**src/rtl/i2c_tgt_pkg.sv**
```systemverilog
package i2c_tgt_pkg;

    localparam int BYTE_W  = 8;
    localparam int ADDR_W  = 10;
    localparam int CNT_W   = 4;
    localparam logic [4:0] HDR10_TAG = 5'b11110;

    typedef enum logic [2:0] {
        ST_IDLE,
        ST_RX,
        ST_RX_ACK,
        ST_RX_HOLD,
        ST_TX_WAIT,
        ST_TX,
        ST_TX_ACK
    } tgt_state_e;

    typedef enum logic [1:0] {
        K_ADDR_HI,
        K_ADDR_LO,
        K_DATA
    } byte_kind_e;

    typedef struct packed {
        logic scl;
        logic sda;
        logic scl_rise;
        logic scl_fall;
        logic start;
        logic stop;
    } bus_ev_t;

    typedef struct packed {
        logic ack;
        logic to_read;
        logic to_lo;
        logic hdr_done;
    } addr_dec_t;

    function automatic logic hdr10_match(logic [BYTE_W-1:0] b, logic [1:0] hi);
        return (b[7:3] == HDR10_TAG) && (b[2:1] == hi);
    endfunction

endpackage

```
**src/rtl/i2c_line_cond.sv**
```systemverilog
module i2c_line_cond
    import i2c_tgt_pkg::*;
#(
    parameter int SYNC_STAGES = 2
) (
    input  logic    clk,
    input  logic    rst,
    input  logic    scl_in,
    input  logic    sda_in,
    output bus_ev_t ev
);
    localparam int LAST = SYNC_STAGES - 1;

    logic [SYNC_STAGES-1:0] scl_pipe;
    logic [SYNC_STAGES-1:0] sda_pipe;
    logic                   scl_q;
    logic                   sda_q;

    always_ff @(posedge clk) begin
        if (rst) begin
            scl_pipe <= '1;
            sda_pipe <= '1;
            scl_q    <= 1'b1;
            sda_q    <= 1'b1;
        end else begin
            scl_pipe <= {scl_pipe[SYNC_STAGES-2:0], scl_in};
            sda_pipe <= {sda_pipe[SYNC_STAGES-2:0], sda_in};
            scl_q    <= scl_pipe[LAST];
            sda_q    <= sda_pipe[LAST];
        end
    end

    always_comb begin
        ev.scl      = scl_pipe[LAST];
        ev.sda      = sda_pipe[LAST];
        ev.scl_rise = scl_pipe[LAST] & ~scl_q;
        ev.scl_fall = ~scl_pipe[LAST] & scl_q;
        ev.start    = scl_pipe[LAST] & scl_q & sda_q & ~sda_pipe[LAST];
        ev.stop     = scl_pipe[LAST] & scl_q & ~sda_q & sda_pipe[LAST];
    end

endmodule

```
**src/rtl/i2c_addr_dec.sv**
```systemverilog
module i2c_addr_dec
    import i2c_tgt_pkg::*;
(
    input  byte_kind_e        kind,
    input  logic [BYTE_W-1:0] rx_b,
    input  logic [ADDR_W-1:0] own_addr,
    input  logic              addr10_en,
    input  logic              hdr_wr_ok,
    output addr_dec_t         dec
);
    always_comb begin
        dec = '0;
        case (kind)
            K_ADDR_HI: begin
                if (!addr10_en) begin
                    dec.ack     = (rx_b[7:1] == own_addr[6:0]);
                    dec.to_read = rx_b[0];
                end else if (hdr10_match(rx_b, own_addr[9:8])) begin
                    if (!rx_b[0]) begin
                        dec.ack   = 1'b1;
                        dec.to_lo = 1'b1;
                    end else if (hdr_wr_ok) begin
                        dec.ack     = 1'b1;
                        dec.to_read = 1'b1;
                    end
                end
            end
            K_ADDR_LO: begin
                dec.ack      = (rx_b == own_addr[7:0]);
                dec.hdr_done = (rx_b == own_addr[7:0]);
            end
            default: dec.ack = 1'b1;
        endcase
    end

endmodule

```
**src/rtl/i2c_tgt_engine.sv**
```systemverilog
module i2c_tgt_engine
    import i2c_tgt_pkg::*;
(
    input  logic              clk,
    input  logic              rst,
    input  bus_ev_t           ev,
    input  addr_dec_t         dec,
    input  logic              clk_release,
    input  logic [BYTE_W-1:0] tx_data,
    input  logic              tx_valid,
    output byte_kind_e        kind,
    output logic [BYTE_W-1:0] cur_byte,
    output logic              hdr_wr_ok,
    output logic              scl_pull,
    output logic              sda_pull,
    output logic [BYTE_W-1:0] rx_data,
    output logic              rx_valid,
    output logic              tx_req
);
    tgt_state_e        st;
    logic [CNT_W-1:0]  cnt;
    logic [BYTE_W-1:0] shreg;
    logic              ack_now;
    logic              in_slot;
    logic              going_read;
    logic              going_lo;
    logic              mack;

    assign cur_byte = {shreg[BYTE_W-2:0], ev.sda};

    always_ff @(posedge clk) begin
        if (rst) begin
            st         <= ST_IDLE;
            kind       <= K_ADDR_HI;
            cnt        <= '0;
            shreg      <= '0;
            ack_now    <= 1'b0;
            in_slot    <= 1'b0;
            going_read <= 1'b0;
            going_lo   <= 1'b0;
            mack       <= 1'b0;
            hdr_wr_ok  <= 1'b0;
            scl_pull   <= 1'b0;
            sda_pull   <= 1'b0;
            rx_data    <= '0;
            rx_valid   <= 1'b0;
            tx_req     <= 1'b0;
        end else begin
            rx_valid <= 1'b0;
            tx_req   <= 1'b0;
            if (ev.start) begin
                st       <= ST_RX;
                kind     <= K_ADDR_HI;
                cnt      <= '0;
                in_slot  <= 1'b0;
                scl_pull <= 1'b0;
                sda_pull <= 1'b0;
            end else if (ev.stop) begin
                st        <= ST_IDLE;
                in_slot   <= 1'b0;
                hdr_wr_ok <= 1'b0;
                scl_pull  <= 1'b0;
                sda_pull  <= 1'b0;
            end else begin
                case (st)
                    ST_RX: begin
                        if (ev.scl_rise) begin
                            shreg <= cur_byte;
                            cnt   <= cnt + 4'd1;
                            if (cnt == 4'd7) begin
                                st         <= ST_RX_ACK;
                                in_slot    <= 1'b0;
                                ack_now    <= dec.ack;
                                going_read <= dec.to_read;
                                going_lo   <= dec.to_lo;
                                if (dec.to_lo)    hdr_wr_ok <= 1'b0;
                                if (dec.hdr_done) hdr_wr_ok <= 1'b1;
                                if (kind == K_DATA) begin
                                    rx_data  <= cur_byte;
                                    rx_valid <= 1'b1;
                                end
                            end
                        end
                    end
                    ST_RX_ACK: begin
                        if (ev.scl_fall) begin
                            if (!in_slot) begin
                                in_slot  <= 1'b1;
                                sda_pull <= ack_now;
                            end else begin
                                in_slot  <= 1'b0;
                                sda_pull <= 1'b0;
                                cnt      <= '0;
                                if (!ack_now) begin
                                    st <= ST_IDLE;
                                end else if (going_read) begin
                                    st       <= ST_TX_WAIT;
                                    scl_pull <= 1'b1;
                                    tx_req   <= 1'b1;
                                end else begin
                                    kind <= going_lo ? K_ADDR_LO : K_DATA;
                                    if (kind == K_DATA && !clk_release) begin
                                        st       <= ST_RX_HOLD;
                                        scl_pull <= 1'b1;
                                    end else begin
                                        st <= ST_RX;
                                    end
                                end
                            end
                        end
                    end
                    ST_RX_HOLD: begin
                        if (clk_release) begin
                            scl_pull <= 1'b0;
                            st       <= ST_RX;
                        end
                    end
                    ST_TX_WAIT: begin
                        if (tx_valid) begin
                            shreg    <= {tx_data[BYTE_W-2:0], 1'b0};
                            sda_pull <= ~tx_data[BYTE_W-1];
                            scl_pull <= 1'b0;
                            cnt      <= '0;
                            st       <= ST_TX;
                        end
                    end
                    ST_TX: begin
                        if (ev.scl_rise) cnt <= cnt + 4'd1;
                        if (ev.scl_fall) begin
                            if (cnt == 4'd8) begin
                                sda_pull <= 1'b0;
                                st       <= ST_TX_ACK;
                            end else begin
                                sda_pull <= ~shreg[BYTE_W-1];
                                shreg    <= {shreg[BYTE_W-2:0], 1'b0};
                            end
                        end
                    end
                    ST_TX_ACK: begin
                        if (ev.scl_rise) mack <= ~ev.sda;
                        if (ev.scl_fall) begin
                            if (mack) begin
                                st       <= ST_TX_WAIT;
                                scl_pull <= 1'b1;
                                tx_req   <= 1'b1;
                            end else begin
                                st <= ST_IDLE;
                            end
                        end
                    end
                    default: ;
                endcase
            end
        end
    end


    sda_pull_scl_low_chk: assert property (@(posedge clk) disable iff (rst)
        $rose(sda_pull) |-> !$past(ev.scl));


    tx_wait_hold_chk: assert property (@(posedge clk) disable iff (rst)
        (st == ST_TX_WAIT && !tx_valid && !ev.start && !ev.stop) |=> scl_pull);


    rx_hold_chk: assert property (@(posedge clk) disable iff (rst)
        (st == ST_RX_HOLD && !clk_release && !ev.start && !ev.stop) |=> scl_pull);


    rx_valid_edge_chk: assert property (@(posedge clk) disable iff (rst)
        rx_valid |-> $past(ev.scl_rise));


    stop_release_chk: assert property (@(posedge clk) disable iff (rst)
        ev.stop |=> (!scl_pull && !sda_pull));


    nack_release_chk: assert property (@(posedge clk) disable iff (rst)
        (st == ST_TX_ACK && ev.scl_fall && !mack && !ev.start && !ev.stop)
        |=> (!scl_pull && !sda_pull && !tx_req));

endmodule

```
**src/rtl/i2c_target_ctl.sv**
```systemverilog
module i2c_target_ctl
    import i2c_tgt_pkg::*;
#(
    parameter int SYNC_STAGES = 2
) (
    input  logic              clk,
    input  logic              rst,
    input  logic              scl_in,
    input  logic              sda_in,
    output logic              scl_pull,
    output logic              sda_pull,
    input  logic [ADDR_W-1:0] own_addr,
    input  logic              addr10_en,
    input  logic              clk_release,
    output logic [BYTE_W-1:0] rx_data,
    output logic              rx_valid,
    input  logic [BYTE_W-1:0] tx_data,
    input  logic              tx_valid,
    output logic              tx_req
);
    bus_ev_t           ev;
    addr_dec_t         dec;
    byte_kind_e        kind;
    logic [BYTE_W-1:0] cur_byte;
    logic              hdr_wr_ok;

    i2c_line_cond #(.SYNC_STAGES(SYNC_STAGES)) u_line (
        .clk    (clk),
        .rst    (rst),
        .scl_in (scl_in),
        .sda_in (sda_in),
        .ev     (ev)
    );

    i2c_addr_dec u_dec (
        .kind      (kind),
        .rx_b      (cur_byte),
        .own_addr  (own_addr),
        .addr10_en (addr10_en),
        .hdr_wr_ok (hdr_wr_ok),
        .dec       (dec)
    );

    i2c_tgt_engine u_eng (
        .clk         (clk),
        .rst         (rst),
        .ev          (ev),
        .dec         (dec),
        .clk_release (clk_release),
        .tx_data     (tx_data),
        .tx_valid    (tx_valid),
        .kind        (kind),
        .cur_byte    (cur_byte),
        .hdr_wr_ok   (hdr_wr_ok),
        .scl_pull    (scl_pull),
        .sda_pull    (sda_pull),
        .rx_data     (rx_data),
        .rx_valid    (rx_valid),
        .tx_req      (tx_req)
    );

endmodule

```
**config.mk**
```make
export PLATFORM = sky130hd
export DESIGN_NAME = i2c_target_ctl
export DESIGN_NICKNAME = d
export VERILOG_FILES = /design/src/rtl/i2c_tgt_pkg.sv /design/src/rtl/i2c_line_cond.sv /design/src/rtl/i2c_addr_dec.sv /design/src/rtl/i2c_tgt_engine.sv /design/src/rtl/i2c_target_ctl.sv
export SDC_FILE = /design/constraint.sdc
export NUM_CORES = 1
export LEC_CHECK = 0
export BUFFER_PORTS_ARGS = -buffer_cell sky130_fd_sc_hd__buf_2
export CAP_MARGIN = 20
export CORE_MARGIN = 2
export CORE_UTILIZATION = 60
export DETAILED_ROUTE_END_ITERATION = 12
export PLACE_DENSITY = 0.81
export SLEW_MARGIN = 20
export SYNTH_ARGS = -nofsm -noshare
export SYNTH_HDL_FRONTEND = slang
export SYNTH_SLANG_ARGS = --single-unit
export TNS_END_PERCENT = 5
```
**constraint.sdc**
```tcl
create_clock -name clk -period 5.11 [get_ports clk]
set_input_delay 1.022 -clock clk [delete_from_list [all_inputs] [get_ports clk]]
set_output_delay 1.022 -clock clk [all_outputs]
set_load 0.03 [all_outputs]
```
# After elaboration in Yosys (flattened, before gate mapping)
# Index checks and enable logic that the tools add are counted.
[totals] regBits=41 inputBits=25 output_inout_bits=12
[classes] n_addsub=1 n_eq_ne=37 n_mux=72 bitwise=19 reduce_logical=31
[op_table] operator="3-bit 2-to-1 mux" count=13
[op_table] operator="1-bit 2-to-1 mux" count=38
[op_table] operator="8-bit 2-to-1 mux" count=4
[op_table] operator="4-bit inequality test, second input constant" count=6
[op_table] operator="8-bit one-hot mux with 3 select lines" count=1
[op_table] operator="10-bit AND reduction" count=2
[op_table] operator="3-bit one-hot mux with 6 select lines" count=1
[op_table] operator="6-bit AND reduction" count=3
[op_table] operator="4-bit 2-to-1 mux" count=4
[op_table] operator="2-bit inequality test, second input constant" count=7
[op_table] operator="2-bit by 1-bit inequality test with 1-bit output, second input constant" count=6
[op_table] operator="4-bit by 3-bit inequality test with 1-bit output, second input constant" count=3
[op_table] operator="1-bit NOT" count=12
[op_table] operator="4-bit one-hot mux with 3 select lines" count=1
[op_table] operator="4-bit AND reduction" count=3
[op_table] operator="3-bit nonzero test" count=4
[op_table] operator="2-bit 2-to-1 mux" count=5
[op_table] operator="5-bit AND reduction" count=2
[op_table] operator="3-bit equality test, second input constant" count=3
[op_table] operator="9-bit AND reduction" count=1
[op_table] operator="8-bit equality test" count=1
[op_table] operator="2-bit nonzero test" count=4
[op_table] operator="8-bit nonzero test" count=1
[op_table] operator="1-bit bitwise AND" count=7
[op_table] operator="23 further kinds" count=28

# Depth between registers and ports, before layout
# Gate-level depths: netlist of the first run.
[depth] ltp_word=11 mapped_depth=9 ltp_nobuf=7

# By module
# A second synthesis of the first run with hierarchy kept.
[unflattened] cells_unflattened=289 area_unflattened_um2=2436.1
[by_module_without_submodules] mod="i2c_tgt_engine" n_inst=1 cells_each=235 area_each_um2=1970.6 seq_area_each_um2=700.7
[by_module_without_submodules] mod="i2c_addr_dec" n_inst=1 cells_each=36 area_each_um2=260.2 seq_area_each_um2=0.0
[by_module_without_submodules] mod="i2c_line_cond" n_inst=1 cells_each=18 area_each_um2=205.2 seq_area_each_um2=120.1

# Worst setup path after synthesis of the first run
# No wires, ideal clock.
[synth_path] kind="input-to-reg" startpoint="input port tx_valid" endpoint="register u_eng.shreg[3]" arrival_time_ns=2.027 path_slack_ns=2.947 cell_stages=6 n_path_buf=1 path_cell_list="nand2b_1 a2111oi_2 a211oi_2 buf_6 nor2_1 a211oi_2"
[synth_via] elab_chain_cells=2
[synth_rtl] element="from (decl)" line="i2c_target_ctl.sv:18" text="input logic tx_valid,"
[synth_rtl] element="2-bit inequality test (no line)"
[synth_rtl] element="7-bit AND reduction (no line)"
[synth_rtl] element="to (signal assigned)" line="i2c_tgt_engine.sv:68" text="shreg <= cur_byte;"
[synth_rtl] element="to (signal assigned)" line="i2c_tgt_engine.sv:120" text="shreg <= {tx_data[BYTE_W-2:0], 1'b0};"
[synth_rtl] element="to (signal assigned)" line="i2c_tgt_engine.sv:135" text="shreg <= {shreg[BYTE_W-2:0], 1'b0};"
[synth_rtl] element="to (decl)" line="i2c_tgt_engine.sv:22" text="logic [BYTE_W-1:0] shreg;"
# Every way passes these cells.
# A chain may end at the register's enable or synchronous reset.

# Worst setup path after layout of the first run
[layout_path] startpoint="register u_eng.st[2]" endpoint="register u_eng.shreg[0]"
[layout_via] elab_chain_cells=3
[layout_rtl] element="from (decl)" line="i2c_tgt_engine.sv:20" text="tgt_state_e st;"
[layout_rtl] element="from (signal assigned)" line="i2c_tgt_engine.sv:33" text="st <= ST_IDLE;"
[layout_rtl] element="from (signal assigned)" line="i2c_tgt_engine.sv:52" text="st <= ST_RX;"
[layout_rtl] element="from (signal assigned)" line="i2c_tgt_engine.sv:59" text="st <= ST_IDLE;"
[layout_rtl] element="3-bit equality test or 3-bit by 1-bit equality test with 1-bit output (tied branches)" line="i2c_tgt_engine.sv:65" text="case (st)"
[layout_rtl] element="2-bit inequality test (no line) or 3-bit nonzero test (tied branches)"
[layout_rtl] element="7-bit AND reduction (no line)"
# Several ways; a longest one is shown, not always the timed one.

==> out/metrics.yaml, run 1 <==
sta:
  period_share_pct: 51.0
  max_slew_margin_pct: 35.1
  fmax_mhz: 384
  layout_setup_ws_ns: 2.50
  final_max_slew_viol_count: 0
  worst_pin_slew_ns: 0.972
  rsz0062_at_grt: "false"
  setup_viol: 0
  final_hold_viol_count: 0
  period_minus_slack_ns: 2.61
  clock_skew_ns: 0.00671
  setup_tns_ns: 0
critical_path:
  critical_path.top_delay_family: "compound AO/OA/AOI/OAI gates"
  reg2reg_depth: 5
  r2r_slack_ns: 2.50
  crit_arrival_ns: 2.77
  critPathSlowestCell: "a211oi_2"
  required_ns: 5.28
  crit_buf_inv: 0
  crit_type: "flip-flop to flip-flop"
  worst_r2r_endpoint: "u_eng.shreg[0]"
  rr_startpoint: "u_eng.st[2]"
  crit_path_cell_trace: "ha_1 > o21ai_0 > a211oi_2 > mux2i_1 > nor2_1"
  crit_cells: 5
  critPathLaunch: "u_eng.st[2]"
  max_stage_delay_ns: 0.81
  crit_fanout: 24
  crit_path_end_kind: "flip-flop"
  worstSetupEndpoint: "u_eng.shreg[0]"
  crit_path_start_kind: "flip-flop"
yosys:
  ys_seq_area_share_pct: 34.0
  async_flop_share_pct: 0
  syn_inst: 287
  yosysTopAreaCellShare_pct: 34.0
  syn_area_per_cell_sq_um: 8.42
  syn_area_sq_um: 2420
  yosys.area.top_type: "dfxtp_1"
  synth_common_cells: "dfxtp_1, nor2_1, xnor2_1"
  ys_types: 54
  ys_ff_latch: 41
  yosysMostFrequentCell: "dfxtp_1"
  synthesis.nets: 315
  yosys-top-cells-area: "dfxtp_1, xnor2_1, mux2i_1"
  ys_warn_count: 0
  synth_ff_type: "dfxtp_1"
  synth_edf_count: 0
finish:
  area.sequential_sq_um: 821
  nets: 337
  diodes: 0
  fin_util_pct: 67.5
  fillers: 344
  multi_input_area_sq_um: 1440
  stdcell_area_sq_um: 2660
  drive_above_1_share_pct: 19.4
  area_growth_pct: 10.2
clock_tree:
  tritoncts: "built"
  clock-sinks: 41
  cts_resized: 0
  clock_latency_ns: 0.30
  clock-root-buffer: "clkbuf_8"
  numCtsBuffers: 5
  cts.htree.levels: 2
  ctsHoldBuffers: 0
  path_clk_slew_ns: 0.08
  clockBufferDepth: 2
  post_cts_buffers: 0
floorplan:
  start_util_pct: 61.3
  ioPinCount: 37
  core_area_sq_um: 3940
  fp-row-count: 23
  die_y_um: 67.5
  die_x_um: 67.5
  fp.dieArea_sq_um: 4550
hold_path:
  holdCritPathClass: "flip-flop to flip-flop"
  hp-start: "u_line.sda_pipe[0]"
job:
  cap_viol_max_count: 0
route:
  postRouteAntennaNets: 0
  wl_per_cell_um: 14.7
  drc: 0
  routed-via-count: 2113
  totalWireLength_um: 5280
  first_iter_violations: 266
  viasPerCell: 5.87
  drt_pass1_iterations: 4
global_route:
  grt_antenna_before_repair: 0
  grt_max_degree: 33
  grt_pass1_wl_um: 8600
  grt_pass1_vias: 1884
  grtUsageTotal_pct: 25.0
  grt_overflow: 0
power:
  peakVddDrop_mv: 0.175
  p_int_uw: 506
  powerDensity_nw_per_um2: 255
  pwr-share-seq_pct: 49.7
  p_leak_nw: 0.996
  power.total_uw: 678
  p_sw_share_pct: 25.4
  combPwrFrac_pct: 10.6
  p_clk_share_pct: 39.7
  p_switching_uw: 172
status:
  run_status: "completed"
place:
  portBuffers: 36
  dpl_cell_area_sq_um: 2550
  place_hpwl_um: 3780
  pre_cts_ws_ns: 2.50
  place_congestion: 0.963
-- sequential cells by signal, summed over array words and instances (netlist names) --
signal,cells
u_eng.rx_data,8
u_eng.shreg,8
u_eng.cnt,4
u_eng.st,3
u_eng.kind,2
u_line.scl_pipe,2
u_line.sda_pipe,2
u_eng.ack_now,1
u_eng.going_lo,1
u_eng.going_read,1
u_eng.hdr_wr_ok,1
u_eng.in_slot,1
u_eng.mack,1
u_eng.rx_valid,1
u_eng.scl_pull,1
u_eng.sda_pull,1
u_eng.tx_req,1
u_line.scl_q,1
u_line.sda_q,1
-- power groups by stage --
| stage | registers, mW | clock network (mW) | logic [mW] |
|---|---|---|---|
| floorplan | 0.335 | 0 | 0.0606 |
| global placement | 0.344 | 0 | 0.0711 |
| detailed placement | 0.344 | 0 | 0.0718 |
| CTS | 0.337 | 0.273 | 0.0719 |
| global route | 0.338 | 0.284 | 0.0794 |
| finish | 0.337 | 0.269 | 0.0721 |
-- cells in the final DEF, fill, tap and decap left out, types with 2 or more instances in the layout --
cell,netlist,layout
or3_1,3,3
or2_2,7,7
nand3_1,4,4
a22oi_1,8,8
and3b_1,2,2
nand2_1,15,15
mux2i_1,15,15
nand3b_1,5,5
a211oi_2,4,4
nand4b_1,2,2
and3_1,3,3
a31oi_1,4,4
inv_1,11,11
o221ai_1,2,2
clkbuf_8,0,5
o22ai_1,2,2
a211oi_1,6,6
nor3b_1,4,4
nor2_1,32,32
buf_2,8,36
nor2b_1,8,8
nor3_1,4,4
xnor2_1,18,18
nand2b_1,8,8
ha_1,3,3
o21ai_0,9,9
dfxtp_1,41,41
and2_1,2,2
a21oi_1,15,15
nand4_1,5,5
o21ai_1,2,2
-- logic make-up (layout without fill, tap and decap cells) --
group	count (synthesis)	in the layout	synth area share [%]
flops	41	41	34.0
buf+inv	33	56	6.63
compound gates	63	63	18.4
fa+ha+maj	3	3	1.55
mux	15	15	6.21
xor+xnor	18	18	6.53
simple gates	114	114	26.7
-- worst min-delay path by stage --
| stage | endpoint | slack [ns] | depth (start not counted) |
|---|---|---|---|
| 4_1_cts | u_line.scl_pipe[1] | 0.41 | 1 |
| 3_3_place_gp | u_line.scl_pipe[1] | 0.39 | 1 |
| 6_report | u_line.sda_pipe[1] | 0.41 | 1 |
| 3_5_place_dp | u_line.scl_pipe[1] | 0.39 | 1 |
| 2_1_floorplan | u_line.scl_pipe[1] | 0.39 | 1 |
| 5_1_grt | u_line.scl_pipe[1] | 0.44 | 1 |
-- worst reg2reg max path, stage by stage (launching register included) --
cell	delay, ns
dfxtp_1	0.80
ha_1	0.38
o21ai_0	0.14
a211oi_2	0.81
mux2i_1	0.30
nor2_1	0.05
-- layer usage --
metal  track usage (%)  vias up  share of wire [%]
li1                  -     1061                  -
met1              32.8      998                 47
met2              41.3       48                 48
met3              4.50        6                4.4
met4              8.93        0                1.2
met5                 0        -                  0
-- area by class of cell --
class | instances | share of cell area [%]
multi-input combinational | 213 | 53.9
inverter | 11 | 1.55
clock inverter | 3 | 1.74
timing repair buffer | 37 | 7.05
tap | 50 | 2.35
clock buffer | 5 | 2.58
sequential | 41 | 30.8
-- per-stage QoR --
stage / hold slack (ns) / instances
3_3_place_gp: 0.391 / 352
2_1_floorplan: 0.389 / 287
3_5_place_dp: 0.393 / 352
6_report: 0.413 / 360
5_1_grt: 0.436 / 360
4_1_cts: 0.414 / 360
(Power assumes the default switching activity.)
==> run 2, diff against run 1 <==
- CORE_UTILIZATION: 60 -> 51
- PLACE_DENSITY: 0.81 -> 0.73
- clock period: 5.11 -> 2.39 ns (I/O delays scaled with it)
==> out/metrics.yaml, run 2 (synthesized netlist as in run 1, its figures left out) <==
status:
  run_status: "completed"
finish:
  reg.largest.list: "u_eng.rx_data (8), u_eng.shreg (8), u_eng.cnt (4)"
  final_common_cell: "dfxtp_1"
  instances_no_fill: 373
  drive_above_1_share_pct: 21.6
  final_cell_mix: "dfxtp_1, buf_2, nor2_1"
  fin_util_pct: 58.8
  area_growth_pct: 12.7
  nets: 346
  stdcell_area_sq_um: 2720
  diodes: 0
floorplan:
  start_util_pct: 52.2
  fp-row-count: 25
  fp.dieArea_sq_um: 5300
  core_area_sq_um: 4630
  ioPinCount: 37
  die_y_um: 72.8
  die_x_um: 72.8
sta:
  final_hold_viol_count: 0
  worst_pin_slew_ns: 0.733
  fmax_mhz: 472
  setup_tns_ns: 0
  clock_skew_ns: 0.00902
  period_share_pct: 88.7
  period_minus_slack_ns: 2.12
  setup_viol: 0
  layout_setup_ws_ns: 0.271
  max_slew_margin_pct: 51.0
  final_max_slew_viol_count: 0
route:
  drc: 0
  wl_per_cell_um: 15.2
  viasPerCell: 5.89
  postRouteAntennaNets: 0
  totalWireLength_um: 5670
  routed-via-count: 2197
  first_iter_violations: 291
  drt_pass1_iterations: 6
critical_path:
  crit_path_cell_trace: "ha_1 > buf_4 > nor3b_1 > a22oi_1 > a211oi_2"
  crit_fanout: 12
  critPathSlowestCell: "nor3b_1"
  r2r_slack_ns: 0.27
  max_stage_delay_ns: 0.61
  crit_buf_inv: 1
  rr_startpoint: "u_eng.st[2]"
  required_ns: 2.61
  reg2reg_depth: 5
  crit_arrival_ns: 2.34
  worst_r2r_endpoint: "u_eng.shreg[3]"
  crit_path_end_kind: "flip-flop"
  crit_path_start_kind: "flip-flop"
  critical_path.top_delay_family: "simple AND/OR/NAND/NOR gates"
  crit_type: "flip-flop to flip-flop"
clock_tree:
  cts.htree.levels: 2
  clock-root-buffer: "clkbuf_8"
  numCtsBuffers: 5
  path_clk_slew_ns: 0.08
  clockBufferDepth: 2
  clock-sinks: 41
  tritoncts: "built"
  clock_latency_ns: 0.30
place:
  place_congestion: 0.927
  pre_cts_ws_ns: 0.236
  place_hpwl_um: 4150
  portBuffers: 36
  placed_cells: 365
  dpl_cell_area_sq_um: 2620
hold_path:
  hp-start: "sda_in"
  holdCritPathClass: "input pin to flip-flop"
  hold_path_depth: 2
  hold_end: "u_line.sda_pipe[0]"
global_route:
  grtUsageTotal_pct: 23.1
  grt_overflow: 0
  grt_pass1_vias: 1984
  grt_max_degree: 33
  grt_antenna_before_repair: 0
  grt_pass1_wl_um: 9560
power:
  peakVddDrop_mv: 0.300
  p_leak_nw: 1.04
  powerDensity_nw_per_um2: 504
job:
  cap_viol_max_count: 0
## run 2: cell count changes in the layout (fill, tap and decap cells not counted), sizes merged
cell,before,now
buf,37,46
clkbuf,5,6
bufinv,1,0
clkinvlp,1,0
clkinv,1,2
## run 2: per-layer routing
metal  global-route usage (%)  part of all wire (%)  up-vias
met4                     7.00                   1.6        0
met5                        0                     0        -
li1                         -                     -     1082
met1                     32.3                    47     1020
met3                     4.56                   5.4        8
met2                     36.0                    46       87
## run 2: cell type report
cell class,instances,area (sq um)
clock buffer,6,82.6
clock inverter,2,13.8
fill,453,1910
inverter,11,41.3
multi-input combinational,213,1440
sequential,41,821
tap,54,67.6
timing repair buffer,46,255
## run 2: worst max path at each step
stage          slack, ns  cells past startpoint          from              to
3_5_place_dp        0.24                      7  u_eng.cnt[0]  u_eng.shreg[0]
4_1_cts             0.20                      7  u_eng.cnt[0]  u_eng.shreg[0]
5_1_grt          -0.0004                      5   u_eng.st[2]  u_eng.shreg[3]
3_3_place_gp        0.30                      7  u_eng.cnt[0]  u_eng.shreg[0]
2_1_floorplan       0.49                      7   u_eng.st[1]  u_eng.shreg[3]
6_report            0.27                      5   u_eng.st[2]  u_eng.shreg[3]
## run 2: timing repair
action                                  4_1_cts  5_1_grt
gates resized for setup                       0        1
endpoints found under the setup margin        0        1
setup buffers                                 0        0
hold buffers                                  0        0
## run 2: report_power, final
group | switching (mW) | internal, mW | total, mW
combinational | 0.0944 | 0.0804 | 0.175
sequential | 0.0178 | 0.694 | 0.712
clock | 0.253 | 0.234 | 0.487
total | 0.365 | 1.01 | 1.37
## run 2: metrics by stage
stage / hold WS (ns) / total power, mW
after floorplan: 0.389 / 0.846
after global placement: 0.391 / 0.896
after detailed placement: 0.397 / 0.899
after CTS: 0.352 / 1.38
after global routing: 0.356 / 1.44
final: 0.364 / 1.37
==> run 3, diff against run 2 <==
- REMOVE_ABC_BUFFERS: default -> 1
==> out/metrics.yaml, run 3 (synthesized netlist as in run 1, its figures left out) <==
clock_tree:
  clockBufferDepth: 2
  post_cts_buffers: 0
  path_clk_slew_ns: 0.08
  clock-root-buffer: "clkbuf_8"
  tritoncts: "built"
  cts_resized: 0
  clock-sinks: 41
  ctsHoldBuffers: 0
  clock_latency_ns: 0.29
  numCtsBuffers: 5
  cts.htree.levels: 2
global_route:
  grt_pass1_vias: 1993
  grt_antenna_before_repair: 0
  grt_overflow: 0
  grt_pass1_wl_um: 9600
  grtUsageTotal_pct: 23.4
  grt_max_degree: 33
route:
  postRouteAntennaNets: 0
  first_iter_violations: 137
  drc: 0
  viasPerCell: 5.78
  wl_per_cell_um: 15.3
  totalWireLength_um: 5690
  routed-via-count: 2152
  drt_pass1_iterations: 4
finish:
  drive_above_1_share_pct: 21.4
  reg.largest.list: "u_eng.rx_data (8), u_eng.shreg (8), u_eng.cnt (4)"
  diodes: 0
  stdcell_area_sq_um: 2730
  final_common_cell: "dfxtp_1"
  nets: 346
  final_cell_mix: "dfxtp_1, buf_2, nor2_1"
  fillers: 419
  area_growth_pct: 13.1
  multi_input_area_sq_um: 1440
  instances_no_fill: 372
  area.sequential_sq_um: 821
sta:
  final_hold_viol_count: 0
  max_slew_margin_pct: 46.0
  period_share_pct: 87.1
  worst_pin_slew_ns: 0.809
  period_minus_slack_ns: 2.08
  clock_skew_ns: 0.00823
  rsz0062_at_grt: "false"
  fmax_mhz: 480
  whs_ns: 0.373
  setup_viol: 0
  layout_setup_ws_ns: 0.309
  final_max_slew_viol_count: 0
hold_path:
  holdCritPathClass: "input pin to flip-flop"
floorplan:
  fp.dieArea_sq_um: 5300
  core_area_sq_um: 4630
  start_util_pct: 52.2
  ioPinCount: 37
  fp-row-count: 25
  die_x_um: 72.8
  die_y_um: 72.8
place:
  portBuffers: 36
  place_hpwl_um: 4200
  pre_cts_ws_ns: 0.192
  dpl_cell_area_sq_um: 2620
  place_congestion: 0.915
  placed_cells: 365
power:
  p_sw_share_pct: 24.4
  p_int_mw: 1.08
  combPwrFrac_pct: 12.2
  pwr-share-seq_pct: 49.9
  p_switching_uw: 349
  peakVddDrop_mv: 0.466
  powerDensity_nw_per_um2: 523
  power.total_mw: 1.43
  p_leak_nw: 1.04
  p_clk_share_pct: 37.9
critical_path:
  crit_path_end_kind: "flip-flop"
  required_ns: 2.60
  critPathSlowestCell: "nor3b_1"
  max_stage_delay_ns: 0.67
  crit_fanout: 11
  crit_path_start_kind: "flip-flop"
  crit_arrival_ns: 2.29
  crit_type: "flip-flop to flip-flop"
  crit_path_cell_trace: "inv_1 > ha_1 > buf_4 > nor3b_1 > a22oi_1 > a211oi_1"
job:
  cap_viol_max_count: 0
status:
  run_status: "completed"
[run 3: per-stage QoR]
stage | utilization [%] | TNS, ns
floorplan | - | -0.289
global placement | 56.6 | 0
detailed placement | 56.6 | 0
CTS | 58.8 | 0
global route | 59.0 | 0
finish | 59.0 | 0
[run 3: cell type report]
| type | count | area share, % |
|---|---|---|
| well taps | 54 | 2.47 |
| clock inverters | 2 | 1.28 |
| inverters | 11 | 1.51 |
| multi-input cells | 213 | 52.8 |
| flip-flops and latches | 41 | 30.1 |
| repair buffers | 46 | 9.34 |
| clock buffers | 5 | 2.52 |
[run 3: final timing paths]
kind / start / endpoint / slack [ns] / depth (start not counted)
worst max-delay path: u_eng.st[1] / u_eng.shreg[7] / 0.31 / 6
worst min-delay path: scl_in / u_line.scl_pipe[0] / 0.37 / 2
worst max register to register: u_eng.st[1] / u_eng.shreg[7] / 0.31 / 6
worst min register to register: u_line.sda_pipe[0] / u_line.sda_pipe[1] / 0.41 / 1
[run 3: critical path: cells and delay by family (launching register included)]
family          cells  cell delay, ns
simple gates        1            0.67
compound gates      2            0.47
flops               1            0.43
buf+inv             2            0.26
fa+ha+maj           1            0.17
[run 3: metal layers]
layer	part of all wire, %	global-route usage (%)	wire length [um]	up-vias
met5	0	0	0	-
met4	2.2	9.47	127	0
met3	4.8	5.39	272	15
met2	45	35.9	2560	68
met1	48	31.7	2730	993
li1	-	-	-	1076
[run 3: power by group through the flow]
stage                     clock network [mW]  registers (mW)  logic, mW
after CTS                              0.556           0.713      0.172
after floorplan                            0           0.731     0.0996
after global routing                   0.592           0.716      0.192
after detailed placement                   0           0.729      0.172
final                                  0.542           0.713      0.175
after global placement                     0           0.729      0.172
